### config.mk
export PLATFORM = sky130hd
export DESIGN_NAME = bank_decoder
export DESIGN_NICKNAME = d
export VERILOG_FILES = /design/src/rtl/bank_dec_pkg.sv /design/src/rtl/bank_regs.sv /design/src/rtl/bank_match.sv /design/src/rtl/bank_prio.sv /design/src/rtl/bank_check.sv /design/src/rtl/bank_decoder.sv
export SDC_FILE = /design/constraint.sdc
export NUM_CORES = 1
export LEC_CHECK = 0
export CORE_ASPECT_RATIO = 1.25
export CORE_MARGIN = 1
export CORE_UTILIZATION = 50
export CTS_BUF_LIST = sky130_fd_sc_hd__clkbuf_8
export CTS_CLUSTER_DIAMETER = 200
export DETAILED_ROUTE_END_ITERATION = 8
export PLACE_DENSITY = 0.76
export SYNTH_ARGS = -nofsm -noshare
export SYNTH_HDL_FRONTEND = slang
export SYNTH_SLANG_ARGS = --single-unit
### constraint.sdc
create_clock -name clk -period 5 [get_ports clk]
set_clock_uncertainty 0.15 [all_clocks]
set_input_delay 1.25 -clock clk [delete_from_list [all_inputs] [get_ports clk]]
set_output_delay 1.25 -clock clk [all_outputs]
set_load 0.01 [all_outputs]
### src/rtl/bank_dec_pkg.sv
// Package: shared constants and types for the memory bank address decoder.
// Assumes a 32-bit byte address and a 32 KB minimum bank granule.
package bank_dec_pkg;
    localparam int ADDR_W    = 32;
    localparam int PAGE_LSB  = 15;
    localparam int TAG_W     = ADDR_W - PAGE_LSB;
    localparam int TYPE_W    = 2;
    localparam int NUM_TYPES = 1 << TYPE_W;
    localparam int MACH_W    = 2;

    // Attribute word field positions
    localparam int ATTR_VALID_BIT = 0;
    localparam int ATTR_WP_BIT    = 1;
    localparam int ATTR_MACH_LSB  = 2;
    localparam int ATTR_TYPES_LSB = 4;

    typedef enum logic [MACH_W-1:0] {
        MACH_SIMPLE = 2'd0,
        MACH_PAT_A  = 2'd1,
        MACH_PAT_B  = 2'd2
    } mach_e;

    typedef struct packed {
        logic [TAG_W-1:0]     base;
        logic [TAG_W-1:0]     mask;
        logic [NUM_TYPES-1:0] types;
        mach_e                mach;
        logic                 wp;
        logic                 valid;
    } bank_cfg_t;

    typedef struct packed {
        logic              valid;
        logic [ADDR_W-1:0] addr;
        logic              write;
        logic [TYPE_W-1:0] atype;
        logic              ext;
    } req_t;
endpackage

### src/rtl/bank_regs.sv
// Module: descriptor storage. Holds NUM_BANKS bank descriptors written
// through a single write port. Assumes cfg_bank is below NUM_BANKS;
// other indices are ignored. A machine code of 3 is stored as the simple machine.
module bank_regs
    import bank_dec_pkg::*;
#(
    parameter int NUM_BANKS = 8,
    localparam int BANK_W   = $clog2(NUM_BANKS)
) (
    input  logic                            clk,
    input  logic                            rst_n,
    input  logic                            cfg_we,
    input  logic [BANK_W-1:0]               cfg_bank,
    input  logic                            cfg_sel,
    input  logic [ADDR_W-1:0]               cfg_wdata,
    output bank_cfg_t [NUM_BANKS-1:0]       cfg_o
);
    logic [MACH_W-1:0] mach_raw;
    mach_e             mach_norm;

    // Map the written machine code onto a legal machine
    always_comb begin
        mach_raw = cfg_wdata[ATTR_MACH_LSB +: MACH_W];
        case (mach_raw)
            2'd1:    mach_norm = MACH_PAT_A;
            2'd2:    mach_norm = MACH_PAT_B;
            default: mach_norm = MACH_SIMPLE;
        endcase
    end

    for (genvar b = 0; b < NUM_BANKS; b++) begin : g_bank
        // Update one descriptor on a matching write; clear on reset
        always_ff @(posedge clk) begin
            if (!rst_n) begin
                cfg_o[b] <= '0;
            end else if (cfg_we && (cfg_bank == BANK_W'(b))) begin
                if (cfg_sel) begin
                    cfg_o[b].mask <= cfg_wdata[ADDR_W-1:PAGE_LSB];
                end else begin
                    cfg_o[b].base  <= cfg_wdata[ADDR_W-1:PAGE_LSB];
                    cfg_o[b].types <= cfg_wdata[ATTR_TYPES_LSB +: NUM_TYPES];
                    cfg_o[b].mach  <= mach_norm;
                    cfg_o[b].wp    <= cfg_wdata[ATTR_WP_BIT];
                    cfg_o[b].valid <= cfg_wdata[ATTR_VALID_BIT];
                end
            end
        end
    end
endmodule

### src/rtl/bank_match.sv
// Module: per-bank window compare. Produces one hit bit per valid bank
// whose base equals the address tag under that bank's mask.
// Assumes address bits below PAGE_LSB never take part.
module bank_match
    import bank_dec_pkg::*;
#(
    parameter int NUM_BANKS = 8
) (
    input  logic [ADDR_W-1:0]          addr,
    input  bank_cfg_t [NUM_BANKS-1:0]  cfg,
    output logic [NUM_BANKS-1:0]       hit
);
    logic [TAG_W-1:0] tag;

    assign tag = addr[ADDR_W-1:PAGE_LSB];

    for (genvar b = 0; b < NUM_BANKS; b++) begin : g_cmp
        logic [TAG_W-1:0] diff;
        // Masked difference between address tag and bank base
        always_comb begin
            diff   = (tag ^ cfg[b].base) & cfg[b].mask;
            hit[b] = cfg[b].valid && (diff == '0);
        end
    end
endmodule

### src/rtl/bank_prio.sv
// Module: fixed-priority pick. Selects the lowest-numbered set bit of the
// hit vector and reports its index and whether any bit was set.
module bank_prio #(
    parameter int NUM_BANKS = 8,
    localparam int BANK_W   = $clog2(NUM_BANKS)
) (
    input  logic [NUM_BANKS-1:0] hit,
    output logic [NUM_BANKS-1:0] grant,
    output logic [BANK_W-1:0]    idx,
    output logic                 any
);
    // Scan from the top so the lowest index is written last and wins
    always_comb begin
        grant = '0;
        idx   = '0;
        any   = 1'b0;
        for (int b = NUM_BANKS - 1; b >= 0; b--) begin
            if (hit[b]) begin
                grant = '0;
                grant[b] = 1'b1;
                idx   = BANK_W'(b);
                any   = 1'b1;
            end
        end
    end
endmodule

### src/rtl/bank_check.sv
// Module: access rules for the winning bank. Applies write protection
// and, for internal masters only, the access-type filter. Assumes the
// winner descriptor and grant come from the priority stage.
module bank_check
    import bank_dec_pkg::*;
#(
    parameter int NUM_BANKS = 8
) (
    input  logic                 active,
    input  logic                 any,
    input  logic [NUM_BANKS-1:0] grant,
    input  bank_cfg_t            win,
    input  logic                 write,
    input  logic [TYPE_W-1:0]    atype,
    input  logic                 ext,
    output logic [NUM_BANKS-1:0] sel,
    output logic [MACH_W-1:0]    mach,
    output logic                 wp_err,
    output logic                 type_err,
    output logic                 miss
);
    logic hit_ok;

    // Judge the winner and gate every result with the active request
    always_comb begin
        miss     = active && !any;
        wp_err   = active && any && win.wp && write;
        type_err = active && any && !ext && !win.types[atype];
        hit_ok   = active && any && !wp_err && !type_err;
        sel      = hit_ok ? grant : '0;
        mach     = hit_ok ? win.mach : MACH_SIMPLE;
    end
endmodule

### src/rtl/bank_decoder.sv
// Module: memory bank address decoder top. Registers each bus request,
// then decodes it combinationally against the bank descriptors, so results
// are valid in the cycle after capture. Assumes a synchronous active-low reset.
module bank_decoder
    import bank_dec_pkg::*;
#(
    parameter int NUM_BANKS = 8,
    localparam int BANK_W   = $clog2(NUM_BANKS)
) (
    input  logic                 clk,
    input  logic                 rst_n,
    input  logic                 cfg_we,
    input  logic [BANK_W-1:0]    cfg_bank,
    input  logic                 cfg_sel,
    input  logic [31:0]          cfg_wdata,
    input  logic                 req_valid,
    input  logic [31:0]          req_addr,
    input  logic                 req_write,
    input  logic [1:0]           req_type,
    input  logic                 req_ext,
    output logic                 out_valid,
    output logic [NUM_BANKS-1:0] bank_sel,
    output logic [1:0]           mach_id,
    output logic                 wp_err,
    output logic                 type_err,
    output logic                 miss
);
    bank_cfg_t [NUM_BANKS-1:0] cfg;
    req_t                      req_q;
    logic [NUM_BANKS-1:0]      hit;
    logic [NUM_BANKS-1:0]      grant;
    logic [BANK_W-1:0]         win_idx;
    logic                      any_hit;
    bank_cfg_t                 win_cfg;

    bank_regs #(.NUM_BANKS(NUM_BANKS)) u_regs (
        .clk       (clk),
        .rst_n     (rst_n),
        .cfg_we    (cfg_we),
        .cfg_bank  (cfg_bank),
        .cfg_sel   (cfg_sel),
        .cfg_wdata (cfg_wdata),
        .cfg_o     (cfg)
    );

    // Capture the incoming request
    always_ff @(posedge clk) begin
        if (!rst_n) begin
            req_q <= '0;
        end else begin
            req_q.valid <= req_valid;
            req_q.addr  <= req_addr;
            req_q.write <= req_write;
            req_q.atype <= req_type;
            req_q.ext   <= req_ext;
        end
    end

    bank_match #(.NUM_BANKS(NUM_BANKS)) u_match (
        .addr (req_q.addr),
        .cfg  (cfg),
        .hit  (hit)
    );

    bank_prio #(.NUM_BANKS(NUM_BANKS)) u_prio (
        .hit   (hit),
        .grant (grant),
        .idx   (win_idx),
        .any   (any_hit)
    );

    // Fetch the winning descriptor
    always_comb win_cfg = cfg[win_idx];

    bank_check #(.NUM_BANKS(NUM_BANKS)) u_check (
        .active   (req_q.valid),
        .any      (any_hit),
        .grant    (grant),
        .win      (win_cfg),
        .write    (req_q.write),
        .atype    (req_q.atype),
        .ext      (req_q.ext),
        .sel      (bank_sel),
        .mach     (mach_id),
        .wp_err   (wp_err),
        .type_err (type_err),
        .miss     (miss)
    );

    // Result qualifier
    assign out_valid = req_q.valid;
endmodule

== Word-level counts from Yosys, hierarchy flattened ==
Index checks and enable logic that the tools add are counted.
Cells by class
  equality and inequality tests: 9
  bitwise operators: 17
  mux-type cells: 31
  magnitude comparators: 2
  reduce and logical (&&, ||, !) cells: 54
Operator list (count)
  bitwise AND 17 bit: 8
  zero test 17 bit: 8
  XOR 17 bit: 8
  binary-select mux 42 bit (select 3 bit): 1
  two-way mux 8 bit: 10
  AND reduction 2 bit: 16
  logical AND 1 bit: 24
  two-way mux 3 bit: 8
  == test 3 bit (second input constant): 4
  two-way mux 1 bit: 9
  == test 3 x 2 -> 1 bit (second input constant): 2
  zero test 1 bit: 5
  < comparator 3 x 4 -> 1 bit (second input constant): 1
  case mux 2 bit (2 select lines): 1
  == test 3 x 1 -> 1 bit (second input constant): 1
  zero test 3 bit: 1
  < comparator 2 x 3 -> 1 bit (second input constant): 1
  binary-select mux 1 bit (select 2 bit): 1
  == test 2 x 1 -> 1 bit (second input constant): 1
  == test 2 bit (second input constant): 1
  two-way mux 2 bit: 1
  inverter 1 bit: 1
Word-level totals
  output and inout port bits: 14
  register bits after elaboration: 373
  bits of input ports: 76

== Logic depth before layout (Yosys ltp) ==
  depth after elaboration: 21
  depth in mapped cells: 15

== By module ==
From an unflattened synthesis, not the netlist that was laid out.
Unflattened totals
  cell total of the unflattened synthesis: 1676
  area total of the unflattened synthesis: 17874.6 um^2
Modules (own cells, without submodules)
  bank_regs: seq. area each 6726.5 um^2, area an instance 12037.8 um^2, times used 1, cells an instance 1148
  bank_decoder: seq. area each 740.7 um^2, area an instance 3497.1 um^2, times used 1, cells an instance 226
  bank_match: seq. area each 0.0 um^2, area an instance 1994.4 um^2, times used 1, cells an instance 259
  bank_check: seq. area each 0.0 um^2, area an instance 186.4 um^2, times used 1, cells an instance 21
  bank_prio: seq. area each 0.0 um^2, area an instance 158.9 um^2, times used 1, cells an instance 22

== Worst setup path before layout ==
No wires, ideal clock.
  path type: flip-flop to output port
  from: register, netlist name req_q[32]
  to: output port type_err
  path buffers: 4
  cell stages (with the launch flop): 16
  arrival: 3.150 ns
  required time: 3.600 ns
  slack: 0.450 ns
  path through: dfxtp_1 > buf_4 > xor2_1 > a22oi_1 > nand4_1 > or4_1 > a211oi_2 > a21o_1 > buf_4 > buf_6 > mux2_1 > nor2_1 > o22ai_1 > o22ai_1 > buf_6 > nor2b_1
Between the ends
  word-level cells in the longest chain between the ends: 18
  elaborated cells on any way between the ends: 56
  those cells by class: mux: 20; bitwise: 16; reduce/logical: 20
RTL lines
  XOR 17 bit: RTL line bank_match.sv:21  | diff = (tag ^ cfg[b].base) & cfg[b].mask;
  bitwise AND 17 bit: RTL line bank_match.sv:21
  zero test 17 bit: RTL line bank_match.sv:22  | hit[b] = cfg[b].valid && (diff == '0);
  logical AND 1 bit: RTL line bank_match.sv:22
  two-way mux 3 bit (8 in a row): RTL line bank_prio.sv:18  | if (hit[b]) begin
  binary-select mux 42 bit (select 3 bit): RTL line bank_decoder.sv:73  | always_comb win_cfg = cfg[win_idx];
  two-way mux 8 bit (not written as such): RTL line bank_decoder.sv:73
  binary-select mux 1 bit (select 2 bit): RTL line bank_check.sv:28  | type_err = active && any && !ext && !win.types[atype];
  two-way mux 1 bit (not written as such): RTL line bank_check.sv:28
  zero test 1 bit: RTL line bank_check.sv:28
  logical AND 1 bit *: RTL line bank_check.sv:28
  to (decl): RTL line bank_decoder.sv:25  | output logic type_err,
Every way passes the cells marked *; elsewhere a longest branch is shown, timed or not. The select of a mux whose other input is x is not followed.

== Worst setup path in the final report ==
  from: register, netlist name req_q[35]
  to: output port type_err
Between the ends
  word-level cells in the longest chain between the ends: 18
  elaborated cells on any way between the ends: 56
  those cells by class: mux: 20; bitwise: 16; reduce/logical: 20
RTL lines (RTL line)
  XOR 17 bit: bank_match.sv:21
  bitwise AND 17 bit: bank_match.sv:21
  zero test 17 bit: bank_match.sv:22
  logical AND 1 bit: bank_match.sv:22
  two-way mux 3 bit (8 in a row): bank_prio.sv:18
  binary-select mux 42 bit (select 3 bit): bank_decoder.sv:73
  two-way mux 8 bit (not written as such): bank_decoder.sv:73
  binary-select mux 1 bit (select 2 bit): bank_check.sv:28
  two-way mux 1 bit (not written as such): bank_check.sv:28
  zero test 1 bit: bank_check.sv:28
  logical AND 1 bit *: bank_check.sv:28
Marked as above.

==> results.cfg <==
[status]
run_status = finished with violations
violations = negative setup slack

[grt]
grt.overflow.total = 0
track_usage = 0.294
grt_pass1_wl_microns = 74900
antenna_found_initial = 2
grt_max_degree = 218
grt_pass1_vias = 14076

[synthesis]
synthMuxAreaShare = 0.0171
synthesis.nets = 2088
yosys.area.top_type = dfxtp_1
synth_flop_cell = dfxtp_1
synth_cell_type_count = 52
synth_adder_area_share = 0
synth-xor-area-share = 0.0733
synth_top_family_by_area = simple AND/OR/NAND/NOR gates
synthCells = 2012
synthSimpleGateAreaFrac = 0.233
ys_async_sr_fraction = 0
ys_warn_count = 0
synth_top_area_share = 0.441
synth-seq-area-share = 0.441
ys_ff_latch = 358
synth_edf_count = 0
synthesis.area_sq_um = 16200
synth_area_leaders = dfxtp_1 44%, nand2_1 18%, a21boi_0 16%
synth-compound-area-share = 0.192
syn_area_per_cell_sq_um = 8.07

[placed_design]
gp_congestion = 0.912
dp_cells = 2449
portBuffers = 67
dp_hpwl_microns = 30800
pre_cts_ws_ns = -0.402

[setup_path]
path_max_fanout = 6
r2r-start = u_regs.cfg_o[78]
end_kind = primary output
r2r_end = u_regs.cfg_o[78]
critical_path.startpoint_type = flop
reg2reg_slack_ns = 4.08
required_ns = 3.60
reg2reg_depth = 2
critPathArrivalTime_ns = 4.07
crit_type = reg -> out

[timing]
hold_slack_ns = 0.309
setup_ws_ns = -0.465
fmaxAchievable_ghz = 0.183
final_hold_viol_count = 0
finalMaxSlewViolations = 0
slew_headroom = 0.177
rsz0062_at_grt = yes
setup_viol = 12
finalCriticalPeriod_ns = 5.47
worst_slew_pin_slew_ns = 1.23
min_period_over_period = 1.09

[floorplanning]
die_w_microns = 163
io_pins = 90
rows = 73
die_y_microns = 204
core-area_sq_um = 31900
die_area_sq_um = 33200
start_util = 0.509

[cts]
tritoncts = done
htree_levels = 2
clk_latency_ns = 0.62
clkSinkCount = 358
cts_root_buffer = clkbuf_8
numCtsBuffers = 55
cts_hold_buf = 0
cts_max_path_buffers = 3
clkTransAtPathRegs_ns = 0.06

[final_layout]
area_growth_pct = 18.3
final_cell_mix = 768 x nand2_1, 351 x dfxtp_1, 337 x a21boi_0
nNetsFinal = 2183
layout_commonest_cell = nand2_1
diodes = 0
drive_gt1_frac = 0.134
fin_cells = 2551

[power_and_ir_drop]
ir_worst_vdd_uv = 268
internal_power_mw = 4.32
p_sw_frac = 0.252
power_switching_mw = 1.46
powerDensity_nw_per_um2 = 300
leakagePower_nw = 7.25
seq_power_share = 0.507
p_comb_frac = 0.086
pwr-share-clk = 0.406

[job]
cap_violations = 0

[drt]
drcViolationCount = 0
num_vias = 14305
antenna_left = 0
avgRoutedWirePerCell_microns = 19.1
dr.pass1.iters = 5
drtIter0Drc = 1060
viasPerCell = 5.61
drt_wl_total_microns = 48700

[worst_hold_path]
hp-start = u_regs.cfg_o[212]
hp-class = reg -> reg
whs_path_depth = 2
hold_end = u_regs.cfg_o[212]
==> cells by family after synthesis <==
kind of cell | Yosys count
muxes | 23
buffers and inverters | 164
DFF | 358
xor gates and xnor gates | 136
and+or+nand+nor | 916
AOI/OAI and AO/OA | 415
==> per-stage QoR <==
step	setup TNS [ns]	total power [mW]	util	cell area [sq um]
finish	-4.03	5.77	0.603	19200
global route	-5.45	5.95	0.603	19200
CTS	-4.06	5.77	0.599	19100
detailed placement	-3.31	3.46	0.560	17800
global placement	-2.90	3.45	0.560	17800
floorplan	0	3.25	-	16200
==> worst max path at each step <==
| stage | start | endpoint | slack (ns) | cells after the start |
|---|---|---|---|---|
| after floorplan | req_q[32] | type_err | 0.45 | 15 |
| after global placement | req_q[35] | type_err | -0.34 | 15 |
| after detailed placement | req_q[35] | type_err | -0.40 | 16 |
| after CTS | req_q[35] | bank_sel[1] | -0.45 | 15 |
| after global routing | req_q[35] | type_err | -0.56 | 14 |
| final | req_q[35] | type_err | -0.47 | 14 |
==> power by group through the flow <==
stage                     sequential [mW]  clock, mW  combinational, mW
after floorplan                      2.98          0              0.270
after global placement               2.98          0              0.464
after detailed placement             2.99          0              0.471
after CTS                            2.93       2.36              0.484
after global routing                 2.93       2.50              0.526
final                                2.93       2.35              0.499
==> what timing repair did <==
item | in CTS | in global routing
cloned | 2 | 0
pin swaps | 32 | 26
resized for setup | 101 | 24
setup endpoints to repair | 12 | 12
buffers inserted | 11 | 5
==> layout make-up <==
type | count | area, sq um
inverter | 6 | 22.5
fill | 2670 | 12700
timing repair buffer | 196 | 1810
tap | 412 | 515
clock inverter | 21 | 97.6
sequential | 358 | 7190
multi-input combinational | 1490 | 8650
clock buffer | 68 | 936
==> metal layers <==
layer  up-vias  GRT usage  wire (microns)
li1       6777          -               -
met1      6842      0.344           19100
met2       535      0.497           23600
met3       149     0.0519            3060
met4         2      0.175            2930
met5         -          0              12
==> worst max-delay path, cell delays in order, from the launching register on <==
cell	delay [ns]
dfxtp_4	0.40
xor2_1	0.17
a22oi_1	0.19
nand4_1	0.21
or4_4	0.62
o211ai_4	0.22
a21o_1	0.19
buf_4	0.16
mux2_2	0.35
nor2_2	0.11
o22ai_2	0.09
o22ai_4	0.24
buf_12	0.15
nor2b_1	0.16
buf_2	0.16
==> state kept, by name, summed over array words and instances (netlist names) <==
signal and flops:
out_valid 1, req_q 21, u_regs.cfg_o 336
==> Yosys cell counts, drive strengths merged (2+ instances only) <==
| cell type | count |
|---|---|
| nand2b | 3 |
| mux4 | 2 |
| a21oi | 4 |
| nor4 | 14 |
| a21o | 3 |
| nand2 | 768 |
| dfxtp | 358 |
| a21boi | 341 |
| clkbuf | 133 |
| xor2 | 136 |
| a211oi | 9 |
| mux2i | 13 |
| o21ai | 2 |
| or2 | 2 |
| o22ai | 3 |
| buf | 25 |
| a22oi | 44 |
| o211ai | 2 |
| nor2 | 26 |
| nand3 | 10 |
| mux2 | 8 |
| nand4 | 38 |
| nor2b | 5 |
| inv | 6 |
| and3 | 2 |
| nor3 | 12 |
| or4 | 6 |
| a211o | 3 |
| nor3b | 2 |
| and2 | 24 |
Note: power is estimated with default switching activity, not from simulation.
